<file path="src/rtl/dma_gate_pkg.sv">
package dma_gate_pkg;

    // Bit of the control register that confines DMA to the low megabyte
    localparam int GATE_BIT   = 2;
    // Number of address bits that survive while confinement is active
    localparam int LOW_SPAN_W = 20;

    typedef enum logic [1:0] {
        SEQ_IDLE   = 2'd0,
        SEQ_FIRST  = 2'd1,
        SEQ_SECOND = 2'd2
    } seq_state_e;

    function automatic logic [7:0] ctrl_reset_value(input bit hires);
        return hires ? 8'hFB : 8'hFE;
    endfunction

endpackage

</file>
<file path="src/rtl/dma_ctrl_reg.sv">
module dma_ctrl_reg #(
    parameter bit HIRES = 1'b0
) (
    input  logic       clk,
    input  logic       rst,
    input  logic       wr_en,
    input  logic [7:0] wdata,
    output logic [7:0] ctrl_q
);
    localparam logic [7:0] RST_VAL = dma_gate_pkg::ctrl_reset_value(HIRES);

    always_ff @(posedge clk) begin
        if (rst)        ctrl_q <= RST_VAL;
        else if (wr_en) ctrl_q <= wdata;
    end
endmodule

</file>
<file path="src/rtl/dma_addr_limiter.sv">
module dma_addr_limiter #(
    parameter int ADDR_W = 24,
    parameter int LOW_W  = 20
) (
    input  logic [ADDR_W-1:0] addr_in,
    input  logic              confine,
    output logic [ADDR_W-1:0] addr_out
);
    generate
        if (ADDR_W > LOW_W) begin : g_cut
            always_comb begin
                if (confine) addr_out = {{(ADDR_W-LOW_W){1'b0}}, addr_in[LOW_W-1:0]};
                else         addr_out = addr_in;
            end
        end else begin : g_pass
            logic unused_confine;
            assign unused_confine = confine;
            assign addr_out = addr_in;
        end
    endgenerate
endmodule

</file>
<file path="src/rtl/dma_split_seq.sv">
module dma_split_seq
    import dma_gate_pkg::*;
#(
    parameter int ADDR_W = 24,
    parameter int WAIT_W = 6
) (
    input  logic              clk,
    input  logic              rst,
    input  logic              start,
    input  logic [ADDR_W-1:0] req_addr,
    input  logic              req_word,
    input  logic              req_write,
    input  logic [15:0]       req_wdata,
    input  logic              mem_ack,
    input  logic [15:0]       mem_rdata,
    input  logic [WAIT_W-1:0] mem_wait,
    output logic [ADDR_W-1:0] raw_addr,
    output logic              mem_req,
    output logic              mem_word,
    output logic              mem_write,
    output logic [15:0]       mem_wdata,
    output logic              done,
    output logic [15:0]       rdata,
    output logic [WAIT_W:0]   wait_sum
);
    typedef struct packed {
        logic [ADDR_W-1:0] addr;
        logic              word;
        logic              write;
        logic              split;
        logic [15:0]       wdata;
    } req_t;

    seq_state_e state_q;
    req_t       req_q;
    logic [15:0]     rdata_q;
    logic [WAIT_W:0] wait_q;
    logic            done_q;

    always_comb begin
        mem_req   = (state_q != SEQ_IDLE);
        mem_word  = (state_q == SEQ_FIRST) && req_q.word && !req_q.split;
        mem_write = mem_req && req_q.write;
        raw_addr  = (state_q == SEQ_SECOND) ? (req_q.addr + ADDR_W'(1)) : req_q.addr;
        if (state_q == SEQ_SECOND) mem_wdata = {8'h00, req_q.wdata[15:8]};
        else if (mem_word)         mem_wdata = req_q.wdata;
        else                       mem_wdata = {8'h00, req_q.wdata[7:0]};
    end

    always_ff @(posedge clk) begin
        if (rst) begin
            state_q <= SEQ_IDLE;
            req_q   <= '0;
            rdata_q <= '0;
            wait_q  <= '0;
            done_q  <= 1'b0;
        end else begin
            done_q <= 1'b0;
            case (state_q)
                SEQ_IDLE: begin
                    if (start) begin
                        req_q.addr  <= req_addr;
                        req_q.word  <= req_word;
                        req_q.write <= req_write;
                        req_q.split <= req_word && req_addr[0];
                        req_q.wdata <= req_wdata;
                        state_q     <= SEQ_FIRST;
                    end
                end
                SEQ_FIRST: begin
                    if (mem_ack) begin
                        wait_q  <= {1'b0, mem_wait};
                        rdata_q <= mem_word ? mem_rdata : {8'h00, mem_rdata[7:0]};
                        if (req_q.split) begin
                            state_q <= SEQ_SECOND;
                        end else begin
                            state_q <= SEQ_IDLE;
                            done_q  <= 1'b1;
                        end
                    end
                end
                SEQ_SECOND: begin
                    if (mem_ack) begin
                        rdata_q[15:8] <= mem_rdata[7:0];
                        wait_q        <= wait_q + {1'b0, mem_wait};
                        state_q       <= SEQ_IDLE;
                        done_q        <= 1'b1;
                    end
                end
                default: state_q <= SEQ_IDLE;
            endcase
        end
    end

    assign done     = done_q;
    assign rdata    = rdata_q;
    assign wait_sum = wait_q;
endmodule

</file>
<file path="src/rtl/dma_a20_gate.sv">
module dma_a20_gate #(
    parameter int ADDR_W = 24,
    parameter int WAIT_W = 6,
    parameter bit HIRES  = 1'b0
) (
    input  logic              clk,
    input  logic              rst,
    input  logic              io_wr_en,
    input  logic [7:0]        io_wdata,
    output logic [7:0]        io_rdata,
    input  logic              dma_start,
    input  logic [ADDR_W-1:0] dma_addr,
    input  logic              dma_word,
    input  logic              dma_write,
    input  logic [15:0]       dma_wdata,
    output logic              dma_done,
    output logic [15:0]       dma_rdata,
    output logic [WAIT_W:0]   dma_wait,
    output logic              mem_req,
    output logic [ADDR_W-1:0] mem_addr,
    output logic              mem_word,
    output logic              mem_write,
    output logic [15:0]       mem_wdata,
    input  logic              mem_ack,
    input  logic [15:0]       mem_rdata,
    input  logic [WAIT_W-1:0] mem_wait
);
    localparam int LOW_W = dma_gate_pkg::LOW_SPAN_W;

    logic [7:0]        ctrl_q;
    logic [ADDR_W-1:0] raw_addr;

    dma_ctrl_reg #(.HIRES(HIRES)) u_reg (
        .clk   (clk),
        .rst   (rst),
        .wr_en (io_wr_en),
        .wdata (io_wdata),
        .ctrl_q(ctrl_q)
    );

    dma_split_seq #(.ADDR_W(ADDR_W), .WAIT_W(WAIT_W)) u_seq (
        .clk      (clk),
        .rst      (rst),
        .start    (dma_start),
        .req_addr (dma_addr),
        .req_word (dma_word),
        .req_write(dma_write),
        .req_wdata(dma_wdata),
        .mem_ack  (mem_ack),
        .mem_rdata(mem_rdata),
        .mem_wait (mem_wait),
        .raw_addr (raw_addr),
        .mem_req  (mem_req),
        .mem_word (mem_word),
        .mem_write(mem_write),
        .mem_wdata(mem_wdata),
        .done     (dma_done),
        .rdata    (dma_rdata),
        .wait_sum (dma_wait)
    );

    dma_addr_limiter #(.ADDR_W(ADDR_W), .LOW_W(LOW_W)) u_lim (
        .addr_in (raw_addr),
        .confine (ctrl_q[dma_gate_pkg::GATE_BIT]),
        .addr_out(mem_addr)
    );

    assign io_rdata = ctrl_q;
endmodule

</file>
<file path="config.mk">
export PLATFORM = sky130hd
export DESIGN_NAME = dma_a20_gate
export DESIGN_NICKNAME = d
export VERILOG_FILES = /design/src/rtl/dma_gate_pkg.sv /design/src/rtl/dma_ctrl_reg.sv /design/src/rtl/dma_addr_limiter.sv /design/src/rtl/dma_split_seq.sv /design/src/rtl/dma_a20_gate.sv
export SDC_FILE = /design/constraint.sdc
export NUM_CORES = 1
export LEC_CHECK = 0
export BUFFER_PORTS_ARGS = -buffer_cell sky130_fd_sc_hd__buf_2
export CORE_MARGIN = 2
export CORE_UTILIZATION = 40
export CTS_CLUSTER_DIAMETER = 40
export CTS_CLUSTER_SIZE = 8
export DETAILED_ROUTE_END_ITERATION = 7
export GPL_ROUTABILITY_DRIVEN = 0
export PLACE_DENSITY = 0.77
export SYNTH_ARGS = -nofsm -noshare
export SYNTH_HDL_FRONTEND = slang
export SYNTH_HIERARCHICAL = 1
export SYNTH_SLANG_ARGS = --single-unit
</file>
<file path="constraint.sdc">
create_clock -name clk -period 4.3 [get_ports clk]
set_input_delay 0.86 -clock clk [delete_from_list [all_inputs] [get_ports clk]]
set_output_delay 0.86 -clock clk [all_outputs]
set_load 0.01 [all_outputs]
</file>
==> results of run 1 <==
-- worst register-to-register path, delay by kind of cell (launching register included) --
family	cells	cell delay, ns
and+or+nand+nor	1	0.36
DFF	1	0.34
buffers and inverters	2	0.51
AOI/OAI and AO/OA	3	1.13
adders and majority gates	1	0.48
-- layer usage --
metal  up-vias  global-route usage (%)  part of all wire (%)
met3        15                   3.458                   5.4
met1      1702                   22.49                    44
met4         0                   7.895                   1.1
met2       113                   32.62                    49
met5         -                       0                     0
li1       1857                       -                     -
-- cell families after synthesis --
family | synth area share [%]
buffers and inverters | 7.802
adder cells (fa/ha/maj) | 4.013
AND/OR/NAND/NOR | 25.67
XOR/XNOR | 5.350
AO/OA/AOI/OAI | 14.33
flip-flops | 39.24
multiplexers | 3.599
-- layout make-up --
class	count	area, um2	area share, %
Multi-Input combinational cell	350	2081	43.39
Sequential cell	77	1541	32.14
Timing Repair Buffer	156	793.3	16.54
Tap cell	133	166.4	3.470
Clock buffer	10	127.6	2.661
Clock inverter	6	63.81	1.331
Inverter	6	22.52	0.4696
-- registers in the layout, summed over array words and instances, names as in the netlist --
signal,flops
u_reg/ctrl_q,8
u_seq/state_q,2
u_seq/rdata,16
u_seq/req_q,43
u_seq/done,1
u_seq/wait_sum,7
-- stage by stage --
step,instances,power (mW),setup slack [ns],hold WS [ns]
after global routing,738,1.753,0.5159,0.4739
after detailed placement,722,1.141,1.178,0.4420
final,738,1.661,0.7947,0.4536
after CTS,738,1.682,0.7861,0.4546
after floorplan,484,1.032,1.788,0.4318
after global placement,722,1.129,1.340,0.4410
-- cell usage after synthesis, types with 5 or more instances --
library cell	n
sky130_fd_sc_hd__clkbuf_1	21
sky130_fd_sc_hd__a21oi_1	56
sky130_fd_sc_hd__nor2_1	27
sky130_fd_sc_hd__a211o_1	8
sky130_fd_sc_hd__mux2_2	9
sky130_fd_sc_hd__nand4_1	8
sky130_fd_sc_hd__a221oi_1	8
sky130_fd_sc_hd__and2_1	10
sky130_fd_sc_hd__a211oi_1	7
sky130_fd_sc_hd__nand3_1	17
sky130_fd_sc_hd__buf_2	5
sky130_fd_sc_hd__nand2_1	107
sky130_fd_sc_hd__ha_1	11
sky130_fd_sc_hd__nor3_1	12
sky130_fd_sc_hd__nor2b_1	8
sky130_fd_sc_hd__dfxtp_1	77
sky130_fd_sc_hd__xnor2_1	18
sky130_fd_sc_hd__inv_1	6
sky130_fd_sc_hd__buf_4	21
sky130_fd_sc_hd__xor2_1	6
-- how the worst min path moves through the flow --
stage | startpoint | to | slack [ns] | cells after the start
floorplan | u_seq/req_q[17]$_SDFFE_PP0P_ | u_seq/req_q[17]$_SDFFE_PP0P_ | 0.43 | 2
global placement | u_seq/rdata[0]$_SDFFE_PP0P_ | u_seq/rdata[0]$_SDFFE_PP0P_ | 0.44 | 2
detailed placement | u_seq/req_q[17]$_SDFFE_PP0P_ | u_seq/req_q[17]$_SDFFE_PP0P_ | 0.44 | 2
CTS | u_seq/req_q[17]$_SDFFE_PP0P_ | u_seq/req_q[17]$_SDFFE_PP0P_ | 0.45 | 2
global route | u_seq/req_q[6]$_SDFFE_PP0P_ | u_seq/req_q[6]$_SDFFE_PP0P_ | 0.47 | 2
finish | u_seq/req_q[6]$_SDFFE_PP0P_ | u_seq/req_q[6]$_SDFFE_PP0P_ | 0.45 | 2
-- power groups by stage --
| stage | Clock [mW] | Sequential [mW] | Combinational (mW) |
|---|---|---|---|
| finish | 0.537 | 0.808 | 0.316 |
| global route | 0.586 | 0.816 | 0.351 |
| CTS | 0.557 | 0.808 | 0.317 |
| detailed placement | 0 | 0.825 | 0.317 |
| global placement | 0 | 0.822 | 0.307 |
| floorplan | 0 | 0.826 | 0.206 |
==> impl_metrics.xml, run 1 <==
<?xml version="1.0" encoding="UTF-8"?>
<metrics>
  <group name="power">
    <metric name="power.density_cell_area" unit="nW/um2">346.3</metric>
    <metric name="seq_power_share" unit="%">48.6</metric>
    <metric name="sw_share" unit="%">29.59</metric>
    <metric name="net-switching-power" unit="mW">0.4914</metric>
    <metric name="power.share.combinational" unit="%">19.0</metric>
    <metric name="share_clk_of_total_power" unit="%">32.3</metric>
    <metric name="static-leakage-power" unit="nW">2.190</metric>
    <metric name="internal-power" unit="mW">1.169</metric>
    <metric name="worst_ir_drop_vdd" unit="mV">0.1617</metric>
  </group>
  <group name="yosys">
    <metric name="yosysSeqAreaShare" unit="%">39.24</metric>
    <metric name="synth_largest_type_area_fraction" unit="%">39.24</metric>
    <metric name="synth_area_per_cell" unit="um2">8.117</metric>
    <metric name="netlist-cell-type-count" unit="">43</metric>
    <metric name="yosys_register_bits" unit="">77</metric>
    <metric name="synth_area_leaders" unit="">sky130_fd_sc_hd__dfxtp_1 (39%), sky130_fd_sc_hd__nand2_1 (10%), sky130_fd_sc_hd__a21oi_1 (7.1%)</metric>
    <metric name="synth_edf_count" unit="">0</metric>
    <metric name="synth.net_count" unit="">573</metric>
    <metric name="syn_inst" unit="">484</metric>
    <metric name="yosys.area.top_type" unit="">sky130_fd_sc_hd__dfxtp_1</metric>
    <metric name="dominantRegCellSynth" unit="">sky130_fd_sc_hd__dfxtp_1</metric>
    <metric name="async_flop_share" unit="%">0</metric>
    <metric name="ys.warnings.count" unit="">6</metric>
    <metric name="mappedNetlistArea" unit="um2">3929</metric>
  </group>
  <group name="setup_path">
    <metric name="worstSetupPathDepth" unit="">8</metric>
    <metric name="crit_type" unit="">flop to output pin</metric>
    <metric name="critical_path.startpoint_type" unit="">flop</metric>
    <metric name="worst_r2r_endpoint" unit="">u_seq/wait_sum[6]$_SDFFE_PP0P_</metric>
    <metric name="critical_path_required" unit="ns">3.44</metric>
    <metric name="rr_worst_depth" unit="">7</metric>
    <metric name="timing.rr.start" unit="">u_seq/state_q[0]$_SDFFE_PP0P_</metric>
    <metric name="cpPeakStageDelay" unit="ns">0.48</metric>
    <metric name="startpoint" unit="">u_seq/state_q[0]$_SDFFE_PP0P_</metric>
    <metric name="cp-end-kind" unit="">output pin</metric>
    <metric name="critPathBufInv" unit="">2</metric>
    <metric name="setup.reg_to_reg.worst_slack" unit="ns">1.40</metric>
    <metric name="arrival" unit="ns">2.65</metric>
    <metric name="most_used_cell_along_the_critical_path" unit="">sky130_fd_sc_hd__nand4_1</metric>
    <metric name="cpLargestDelayFamily" unit="">simple AND/OR/NAND/NOR gates</metric>
    <metric name="critPathMaxFanout" unit="">12</metric>
    <metric name="critPathSlowestCell" unit="">sky130_fd_sc_hd__ha_1</metric>
    <metric name="cp_cell_sequence" unit="">inv_1, ha_1, nand4_1, nor2_1, nand4_1, xnor2_1, nor2b_1, buf_2</metric>
    <metric name="worst_setup_path_endpoint" unit="">mem_addr[21]</metric>
  </group>
  <group name="finish">
    <metric name="fin_nets" unit="">689</metric>
    <metric name="synthToLayoutAreaGrowth" unit="%">22.07</metric>
    <metric name="post-route-cell-area" unit="um2">4796</metric>
    <metric name="final_common_cell" unit="">sky130_fd_sc_hd__buf_2</metric>
    <metric name="final_core_util" unit="%">49.75</metric>
    <metric name="layout-drive-gt1-share" unit="%">30.74</metric>
    <metric name="antennaDiodeCount" unit="">0</metric>
    <metric name="final.fill_count" unit="">985</metric>
    <metric name="commonest_cells_after_routing_fill_and_taps_aside" unit="">sky130_fd_sc_hd__buf_2 (151), sky130_fd_sc_hd__nand2_1 (107), sky130_fd_sc_hd__dfxtp_1 (77), sky130_fd_sc_hd__a21oi_1 (56), sky130_fd_sc_hd__nor2_1 (27)</metric>
  </group>
  <group name="clocking">
    <metric name="post_cts_resize_count" unit="">0</metric>
    <metric name="clock_path_buffers" unit="">2</metric>
    <metric name="cts_sinks" unit="">77</metric>
    <metric name="clock-root-buffer" unit="">sky130_fd_sc_hd__clkbuf_8</metric>
    <metric name="cts_hold_buffers" unit="">0</metric>
    <metric name="clk_pin_slew" unit="ns">0.08</metric>
    <metric name="worstSkewPairLatency" unit="ns">0.35</metric>
    <metric name="cts_tree" unit="">yes</metric>
    <metric name="post-cts-setup-buffer-count" unit="">0</metric>
    <metric name="cts_max_level" unit="">3</metric>
    <metric name="total_cts_buffers" unit="">9</metric>
  </group>
  <group name="detailed_routing">
    <metric name="routed_wl" unit="mm">10.09</metric>
    <metric name="final_antenna_net_count" unit="">0</metric>
    <metric name="drt-pass1-iter-count" unit="">4</metric>
    <metric name="detailedRoute.firstIterationViolations" unit="">176</metric>
    <metric name="route.detailed.wl_per_inst" unit="um">13.67</metric>
    <metric name="remaining_design_rule_violation_count" unit="">0</metric>
    <metric name="num_vias" unit="">3687</metric>
    <metric name="vias_per_cell" unit="">4.996</metric>
  </group>
  <group name="floorplanning">
    <metric name="initial_utilization" unit="%">40.76</metric>
    <metric name="floorplan.io_pins" unit="">152</metric>
    <metric name="floorplan.core_area" unit="um2">9639</metric>
    <metric name="rows" unit="">36</metric>
    <metric name="chipHeight" unit="um">103.1</metric>
    <metric name="die-area" unit="um2">10630</metric>
    <metric name="die_w" unit="um">103.1</metric>
  </group>
  <group name="sta">
    <metric name="timing.clock.skew" unit="ns">0.008971</metric>
    <metric name="timing.fmax" unit="MHz">285.3</metric>
    <metric name="max-slew-margin-rel" unit="%">42.30</metric>
    <metric name="timing.final.hold_violations" unit="">0</metric>
    <metric name="timing.final.max_slew_violations" unit="">0</metric>
    <metric name="final-setup-viol-count" unit="">0</metric>
    <metric name="worst_slew_pin_slew" unit="ns">0.8655</metric>
    <metric name="final.period_utilization" unit="%">81.52</metric>
    <metric name="final.setup.tns" unit="ns">0</metric>
    <metric name="min_period" unit="ns">3.505</metric>
    <metric name="rsz0062_at_grt" unit="">no</metric>
  </group>
  <group name="global_routing">
    <metric name="grt_max_degree" unit="">48</metric>
    <metric name="antenna_found_initial" unit="">0</metric>
    <metric name="grt_pass1_wl" unit="mm">15.59</metric>
    <metric name="grt.overflow.total" unit="">0</metric>
    <metric name="first_global_vias" unit="">3401</metric>
    <metric name="grt_util_all_layers" unit="%">18.69</metric>
  </group>
  <group name="place">
    <metric name="place.port_buffers" unit="">151</metric>
    <metric name="post-dp-hpwl" unit="mm">7.390</metric>
    <metric name="placed_cell_area" unit="um2">4604</metric>
  </group>
  <group name="min_path">
    <metric name="worstHoldPathType" unit="">flop to flop</metric>
  </group>
  <group name="flow_run">
    <metric name="max_cap_violations" unit="">0</metric>
  </group>
  <group name="outcome">
    <metric name="run_status" unit="">finished, final reports clean</metric>
  </group>
</metrics>
No activity file was read; power rests on OpenSTA's default activity.
==> run 2: changes to the inputs <==
--- a/config.mk
+++ b/config.mk
@@ -12,7 +12,7 @@
 export CTS_CLUSTER_SIZE = 8
 export DETAILED_ROUTE_END_ITERATION = 7
 export GPL_ROUTABILITY_DRIVEN = 0
-export PLACE_DENSITY = 0.77
+export PLACE_DENSITY = 0.79
 export SYNTH_ARGS = -nofsm -noshare
 export SYNTH_HDL_FRONTEND = slang
 export SYNTH_HIERARCHICAL = 1
==> constraint.sdc (replaced) <==
create_clock -name clk -period 3.1 [get_ports clk]
set_input_delay 0.62 -clock clk [delete_from_list [all_inputs] [get_ports clk]]
set_output_delay 0.62 -clock clk [all_outputs]
set_load 0.01 [all_outputs]
==> impl_metrics.xml, run 2 (synthesis results as in run 1) <==
<?xml version="1.0" encoding="UTF-8"?>
<metrics>
  <group name="sta">
    <metric name="timing.final.hold_violations" unit="">0</metric>
    <metric name="timing.fmax" unit="MHz">358.4</metric>
    <metric name="max-slew-margin-rel" unit="%">48.62</metric>
    <metric name="worst_slew_pin_slew" unit="ns">0.7627</metric>
    <metric name="worst_hold_slack" unit="ns">0.4595</metric>
    <metric name="min_period" unit="ns">2.790</metric>
    <metric name="timing.clock.skew" unit="ns">0.004064</metric>
    <metric name="timing.final.max_slew_violations" unit="">0</metric>
    <metric name="rsz0062_at_grt" unit="">no</metric>
    <metric name="final.period_utilization" unit="%">90.00</metric>
    <metric name="final.setup.tns" unit="ns">0</metric>
    <metric name="worst_slack" unit="ns">0.3100</metric>
    <metric name="final-setup-viol-count" unit="">0</metric>
  </group>
  <group name="global_routing">
    <metric name="grt_util_all_layers" unit="%">18.91</metric>
    <metric name="grt_pass1_wl" unit="mm">16.01</metric>
    <metric name="grt_max_degree" unit="">30</metric>
    <metric name="antenna_found_initial" unit="">0</metric>
    <metric name="first_global_vias" unit="">3560</metric>
    <metric name="grt.overflow.total" unit="">0</metric>
  </group>
  <group name="setup_path">
    <metric name="critPathSlowestCell" unit="">sky130_fd_sc_hd__nor4_4</metric>
    <metric name="worst_r2r_endpoint" unit="">u_seq/rdata[14]$_SDFFE_PP0P_</metric>
    <metric name="most_used_cell_along_the_critical_path" unit="">sky130_fd_sc_hd__nand3_1</metric>
    <metric name="setup.reg_to_reg.worst_slack" unit="ns">0.79</metric>
    <metric name="cp_cell_sequence" unit="">inv_1, ha_1, nand3_1, nor4_4, nand3_1, xnor2_1, nor2b_1, buf_2</metric>
    <metric name="critPathMaxFanout" unit="">6</metric>
    <metric name="timing.rr.start" unit="">u_seq/state_q[0]$_SDFFE_PP0P_</metric>
    <metric name="arrival" unit="ns">2.17</metric>
    <metric name="critical_path_required" unit="ns">2.48</metric>
    <metric name="critical_path.startpoint_type" unit="">flop</metric>
    <metric name="crit_type" unit="">flop to output pin</metric>
    <metric name="cpPeakStageDelay" unit="ns">0.38</metric>
    <metric name="cp-end-kind" unit="">output pin</metric>
    <metric name="rr_worst_depth" unit="">7</metric>
  </group>
  <group name="detailed_routing">
    <metric name="num_vias" unit="">3743</metric>
    <metric name="final_antenna_net_count" unit="">0</metric>
    <metric name="drt-pass1-iter-count" unit="">4</metric>
    <metric name="route.detailed.wl_per_inst" unit="um">13.45</metric>
    <metric name="detailedRoute.firstIterationViolations" unit="">86</metric>
    <metric name="routed_wl" unit="mm">9.977</metric>
    <metric name="vias_per_cell" unit="">5.044</metric>
    <metric name="remaining_design_rule_violation_count" unit="">0</metric>
  </group>
  <group name="floorplanning">
    <metric name="floorplan.io_pins" unit="">152</metric>
    <metric name="die_w" unit="um">103.1</metric>
    <metric name="floorplan.core_area" unit="um2">9639</metric>
    <metric name="rows" unit="">36</metric>
    <metric name="initial_utilization" unit="%">40.76</metric>
    <metric name="die-area" unit="um2">10630</metric>
    <metric name="chipHeight" unit="um">103.1</metric>
  </group>
  <group name="clocking">
    <metric name="clock_path_buffers" unit="">2</metric>
    <metric name="clk_pin_slew" unit="ns">0.08</metric>
    <metric name="cts_sinks" unit="">77</metric>
    <metric name="cts_max_level" unit="">3</metric>
    <metric name="total_cts_buffers" unit="">9</metric>
    <metric name="post-cts-setup-buffer-count" unit="">0</metric>
    <metric name="cts_hold_buffers" unit="">0</metric>
    <metric name="cts_tree" unit="">yes</metric>
    <metric name="post_cts_resize_count" unit="">0</metric>
    <metric name="clock-root-buffer" unit="">sky130_fd_sc_hd__clkbuf_8</metric>
    <metric name="worstSkewPairLatency" unit="ns">0.34</metric>
  </group>
  <group name="finish">
    <metric name="synthToLayoutAreaGrowth" unit="%">24.33</metric>
    <metric name="layout-drive-gt1-share" unit="%">31.53</metric>
    <metric name="post-route-cell-area" unit="um2">4885</metric>
    <metric name="register_with_the_most_flip_flops" unit="">u_seq/req_q</metric>
    <metric name="antennaDiodeCount" unit="">0</metric>
    <metric name="largest_register_ff_count" unit="">43</metric>
    <metric name="fin_nets" unit="">693</metric>
    <metric name="commonest_cells_after_routing_fill_and_taps_aside" unit="">sky130_fd_sc_hd__buf_2 (151), sky130_fd_sc_hd__nand2_1 (107), sky130_fd_sc_hd__dfxtp_1 (77), sky130_fd_sc_hd__a21oi_1 (56), sky130_fd_sc_hd__nor2_1 (26)</metric>
    <metric name="final_common_cell" unit="">sky130_fd_sc_hd__buf_2</metric>
  </group>
  <group name="min_path">
    <metric name="hold_end" unit="">u_seq/req_q[7]$_SDFFE_PP0P_</metric>
    <metric name="worstHoldPathType" unit="">flop to flop</metric>
    <metric name="hold_start" unit="">u_seq/req_q[7]$_SDFFE_PP0P_</metric>
    <metric name="worstHoldPathCells" unit="">2</metric>
  </group>
  <group name="flow_run">
    <metric name="max_cap_violations" unit="">0</metric>
  </group>
  <group name="outcome">
    <metric name="run_status" unit="">finished, final reports clean</metric>
  </group>
  <group name="power">
    <metric name="static-leakage-power" unit="nW">2.237</metric>
    <metric name="report.power.total" unit="mW">2.419</metric>
    <metric name="power.density_cell_area" unit="nW/um2">495.3</metric>
    <metric name="worst_ir_drop_vdd" unit="mV">0.3067</metric>
  </group>
  <group name="place">
    <metric name="post-dp-hpwl" unit="mm">7.397</metric>
    <metric name="pre_cts_slack" unit="ns">0.6119</metric>
    <metric name="place.port_buffers" unit="">151</metric>
    <metric name="placed_cell_area" unit="um2">4659</metric>
  </group>
</metrics>
## run 2: how the worst max path moves through the flow
stage                         endpoint                           from  slack, ns
after floorplan            mem_addr[9]  u_seq/state_q[0]$_SDFFE_PP0P_       0.83
after global placement    mem_addr[21]  u_seq/state_q[0]$_SDFFE_PP0P_       0.69
after detailed placement  mem_addr[23]  u_seq/state_q[0]$_SDFFE_PP0P_       0.61
after CTS                  mem_addr[9]  u_seq/state_q[0]$_SDFFE_PP0P_       0.23
after global routing      mem_addr[23]  u_seq/state_q[0]$_SDFFE_PP0P_       0.07
final                     mem_addr[22]  u_seq/state_q[0]$_SDFFE_PP0P_       0.31
## run 2: area by class of cell
type,instances,area (um2)
flip-flops and latches,77,1541
fillers,963,4755
clock inverters,7,98.84
inverters,6,22.52
well taps,133,166.4
multi-input cells,350,2083
clock buffers,9,123.9
repair buffers,160,848.3
## run 2: power by group
group / switching [mW] / total (mW) / internal [mW] / leakage [nW]
clock network: 0.390 / 0.847 / 0.458 / 0.110
registers: 0.0589 / 1.12 / 1.06 / 0.632
logic: 0.251 / 0.451 / 0.200 / 1.50
total: 0.699 / 2.42 / 1.72 / 2.24
## run 2: metal layers
metal	vias up	track usage, %	wire length, um
met5	-	0	0
met4	0	6.275	120
met3	12	4.203	549
met2	116	34.02	5025
met1	1754	22.16	4282
li1	1861	-	-
## run 2: stage by stage
step,utilization [%],cells
after floorplan,-,484
after global placement,48.34,726
after detailed placement,48.34,726
after CTS,50.65,742
after global routing,50.68,742
final,50.68,742
## run 2: worst max-delay path, delay by kind of cell, from the launching register on
kind / cells / cell delay, ns
and+or+nand+nor: 4 / 0.86
DFF: 1 / 0.33
buffers and inverters: 2 / 0.23
adders and majority gates: 1 / 0.22
xor gates and xnor gates: 1 / 0.17
==> run 3: changes to the inputs <==
--- a/config.mk
+++ b/config.mk
@@ -8,6 +8,7 @@
 export BUFFER_PORTS_ARGS = -buffer_cell sky130_fd_sc_hd__buf_2
 export CORE_MARGIN = 2
 export CORE_UTILIZATION = 40
+export CTS_BUF_LIST = sky130_fd_sc_hd__clkbuf_16
 export CTS_CLUSTER_DIAMETER = 40
 export CTS_CLUSTER_SIZE = 8
 export DETAILED_ROUTE_END_ITERATION = 7
==> impl_metrics.xml, run 3 (synthesis results as in run 1) <==
<?xml version="1.0" encoding="UTF-8"?>
<metrics>
  <group name="outcome">
    <metric name="run_status" unit="">finished, final reports clean</metric>
  </group>
  <group name="power">
    <metric name="seq_power_share" unit="%">41.6</metric>
    <metric name="worst_ir_drop_vdd" unit="mV">0.2934</metric>
    <metric name="power.share.combinational" unit="%">16.7</metric>
    <metric name="sw_share" unit="%">26.93</metric>
    <metric name="net-switching-power" unit="mW">0.7272</metric>
    <metric name="static-leakage-power" unit="nW">2.283</metric>
    <metric name="internal-power" unit="mW">1.973</metric>
    <metric name="power.density_cell_area" unit="nW/um2">541.5</metric>
    <metric name="share_clk_of_total_power" unit="%">41.7</metric>
  </group>
  <group name="finish">
    <metric name="commonest_cells_after_routing_fill_and_taps_aside" unit="">sky130_fd_sc_hd__buf_2 (151), sky130_fd_sc_hd__nand2_1 (107), sky130_fd_sc_hd__dfxtp_1 (77), sky130_fd_sc_hd__a21oi_1 (56), sky130_fd_sc_hd__nor2_1 (26)</metric>
    <metric name="final-instance-count-excl-fill" unit="">742</metric>
    <metric name="register_with_the_most_flip_flops" unit="">u_seq/req_q</metric>
    <metric name="antennaDiodeCount" unit="">0</metric>
    <metric name="fin_nets" unit="">693</metric>
    <metric name="synthToLayoutAreaGrowth" unit="%">26.91</metric>
    <metric name="final-seq-area" unit="um2">1541</metric>
    <metric name="multi_input_gate_area" unit="um2">2083</metric>
    <metric name="largest_register_ff_count" unit="">43</metric>
    <metric name="final.fill_count" unit="">947</metric>
    <metric name="final_common_cell" unit="">sky130_fd_sc_hd__buf_2</metric>
    <metric name="layout-drive-gt1-share" unit="%">31.53</metric>
  </group>
  <group name="detailed_routing">
    <metric name="route.detailed.wl_per_inst" unit="um">13.44</metric>
    <metric name="drt-pass1-iter-count" unit="">5</metric>
    <metric name="num_vias" unit="">3736</metric>
    <metric name="remaining_design_rule_violation_count" unit="">0</metric>
    <metric name="vias_per_cell" unit="">5.035</metric>
    <metric name="routed_wl" unit="mm">9.973</metric>
    <metric name="final_antenna_net_count" unit="">0</metric>
    <metric name="detailedRoute.firstIterationViolations" unit="">72</metric>
  </group>
  <group name="floorplanning">
    <metric name="chipHeight" unit="um">103.1</metric>
    <metric name="floorplan.core_area" unit="um2">9639</metric>
    <metric name="rows" unit="">36</metric>
    <metric name="die_w" unit="um">103.1</metric>
    <metric name="die-area" unit="um2">10630</metric>
    <metric name="floorplan.io_pins" unit="">152</metric>
    <metric name="initial_utilization" unit="%">40.76</metric>
  </group>
  <group name="sta">
    <metric name="worst_slew_pin_slew" unit="ns">0.7292</metric>
    <metric name="final.setup.tns" unit="ns">0</metric>
    <metric name="min_period" unit="ns">2.780</metric>
    <metric name="rsz0062_at_grt" unit="">no</metric>
    <metric name="max-slew-margin-rel" unit="%">50.87</metric>
    <metric name="timing.final.hold_violations" unit="">0</metric>
    <metric name="final-setup-viol-count" unit="">0</metric>
    <metric name="timing.clock.skew" unit="ns">0.003303</metric>
    <metric name="timing.final.max_slew_violations" unit="">0</metric>
    <metric name="timing.fmax" unit="MHz">359.7</metric>
    <metric name="final.period_utilization" unit="%">89.68</metric>
  </group>
  <group name="clocking">
    <metric name="worstSkewPairLatency" unit="ns">0.32</metric>
    <metric name="post-cts-setup-buffer-count" unit="">0</metric>
    <metric name="clk_pin_slew" unit="ns">0.06</metric>
    <metric name="cts_tree" unit="">yes</metric>
    <metric name="cts_max_level" unit="">3</metric>
    <metric name="clock_path_buffers" unit="">2</metric>
    <metric name="clock-root-buffer" unit="">sky130_fd_sc_hd__clkbuf_16</metric>
    <metric name="total_cts_buffers" unit="">9</metric>
    <metric name="cts_sinks" unit="">77</metric>
  </group>
  <group name="global_routing">
    <metric name="grt_max_degree" unit="">30</metric>
    <metric name="grt.overflow.total" unit="">0</metric>
    <metric name="grt_util_all_layers" unit="%">18.79</metric>
    <metric name="first_global_vias" unit="">3531</metric>
    <metric name="antenna_found_initial" unit="">0</metric>
    <metric name="grt_most_used_layer" unit="">met2</metric>
    <metric name="grt_pass1_wl" unit="mm">16.01</metric>
    <metric name="met3_use_gr" unit="%">4.746</metric>
    <metric name="gr-usage-met2" unit="%">33.82</metric>
    <metric name="grt_use_met1" unit="%">22.45</metric>
  </group>
  <group name="setup_path">
    <metric name="cpLargestDelayFamily" unit="">simple AND/OR/NAND/NOR gates</metric>
    <metric name="cpPeakStageDelay" unit="ns">0.37</metric>
    <metric name="arrival" unit="ns">2.16</metric>
    <metric name="critPathSlowestCell" unit="">sky130_fd_sc_hd__nor4_4</metric>
    <metric name="cp_cell_sequence" unit="">inv_1, ha_1, nand3_1, nor4_4, nand3_1, xnor2_1, nor2b_1, buf_2</metric>
    <metric name="critPathBufInv" unit="">2</metric>
    <metric name="crit_type" unit="">flop to output pin</metric>
    <metric name="critical_path.startpoint_type" unit="">flop</metric>
    <metric name="cp-end-kind" unit="">output pin</metric>
    <metric name="critPathMaxFanout" unit="">6</metric>
    <metric name="most_used_cell_along_the_critical_path" unit="">sky130_fd_sc_hd__nand3_1</metric>
    <metric name="critical_path_required" unit="ns">2.48</metric>
  </group>
  <group name="flow_run">
    <metric name="max_cap_violations" unit="">0</metric>
  </group>
  <group name="place">
    <metric name="place.port_buffers" unit="">151</metric>
    <metric name="place_inst" unit="">726</metric>
    <metric name="post-dp-hpwl" unit="mm">7.397</metric>
  </group>
  <group name="min_path">
    <metric name="worstHoldPathType" unit="">flop to flop</metric>
  </group>
</metrics>
run 3: cell count changes in the layout (fill, tap and decap cells not counted):
| cell | previous run | this run |
|---|---|---|
| sky130_fd_sc_hd__clkbuf_16 | 0 | 9 |
| sky130_fd_sc_hd__clkbuf_8 | 9 | 0 |
run 3: layout make-up:
cell class | instances | area share [%]
clock buffer | 9 | 4.517
clock inverter | 7 | 1.982
inverter | 6 | 0.4517
multi-input combinational | 350 | 41.78
sequential | 77 | 30.92
tap | 133 | 3.338
timing repair buffer | 160 | 17.01
run 3: worst paths after layout:
kind | slack (ns) | cells after the start | from | to
hold / removal | 0.46 | 2 | u_seq/rdata[2]$_SDFFE_PP0P_ | u_seq/rdata[2]$_SDFFE_PP0P_
setup reg to reg | 0.77 | 7 | u_seq/state_q[0]$_SDFFE_PP0P_ | u_seq/rdata[9]$_SDFFE_PP0P_
hold reg to reg | 0.46 | 2 | u_seq/rdata[2]$_SDFFE_PP0P_ | u_seq/rdata[2]$_SDFFE_PP0P_
setup / recovery | 0.32 | 8 | u_seq/state_q[0]$_SDFFE_PP0P_ | mem_addr[22]
run 3: stage by stage:
step                worst slack, ns  util (%)  hold WS (ns)  power [mW]  instance area, um2
floorplan                    0.8276         -        0.4318       1.432                3929
finish                       0.3200     51.73        0.4596       2.700                4986
global route                0.09590     51.73        0.4696       2.845                4986
detailed placement           0.6119     48.34        0.4487       1.596                4659
CTS                          0.2533     51.70        0.4575       2.740                4984
global placement             0.6883     48.34        0.4373       1.578                4659
run 3: power by group through the flow:
stage,clock network [mW],registers (mW),logic (mW)
floorplan,0,1.15,0.286
finish,1.13,1.12,0.451
CTS,1.16,1.12,0.455
global route,1.21,1.13,0.508
detailed placement,0,1.14,0.452
global placement,0,1.14,0.440
run 3: worst register-to-register path: stages (launching register included):
cell                       delay, ns
sky130_fd_sc_hd__dfxtp_1        0.36
sky130_fd_sc_hd__inv_1          0.09
sky130_fd_sc_hd__ha_1           0.25
sky130_fd_sc_hd__buf_4          0.25
sky130_fd_sc_hd__and4bb_1       0.53
sky130_fd_sc_hd__and2_1         0.42
sky130_fd_sc_hd__a221oi_1       0.15
sky130_fd_sc_hd__nor3_1         0.20
run 3: timing repair:
action,in CTS,in global routing
hold buffers,0,0
endpoints found under the setup margin,0,1
resized for setup,0,1
run 3: layer usage:
layer	vias to the layer above	wire length, um	share of wire, %
li1	1865	-	-
met1	1749	4348	44
met2	113	5001	50
met3	9	552	5.5
met4	0	70	0.70
met5	-	0	0
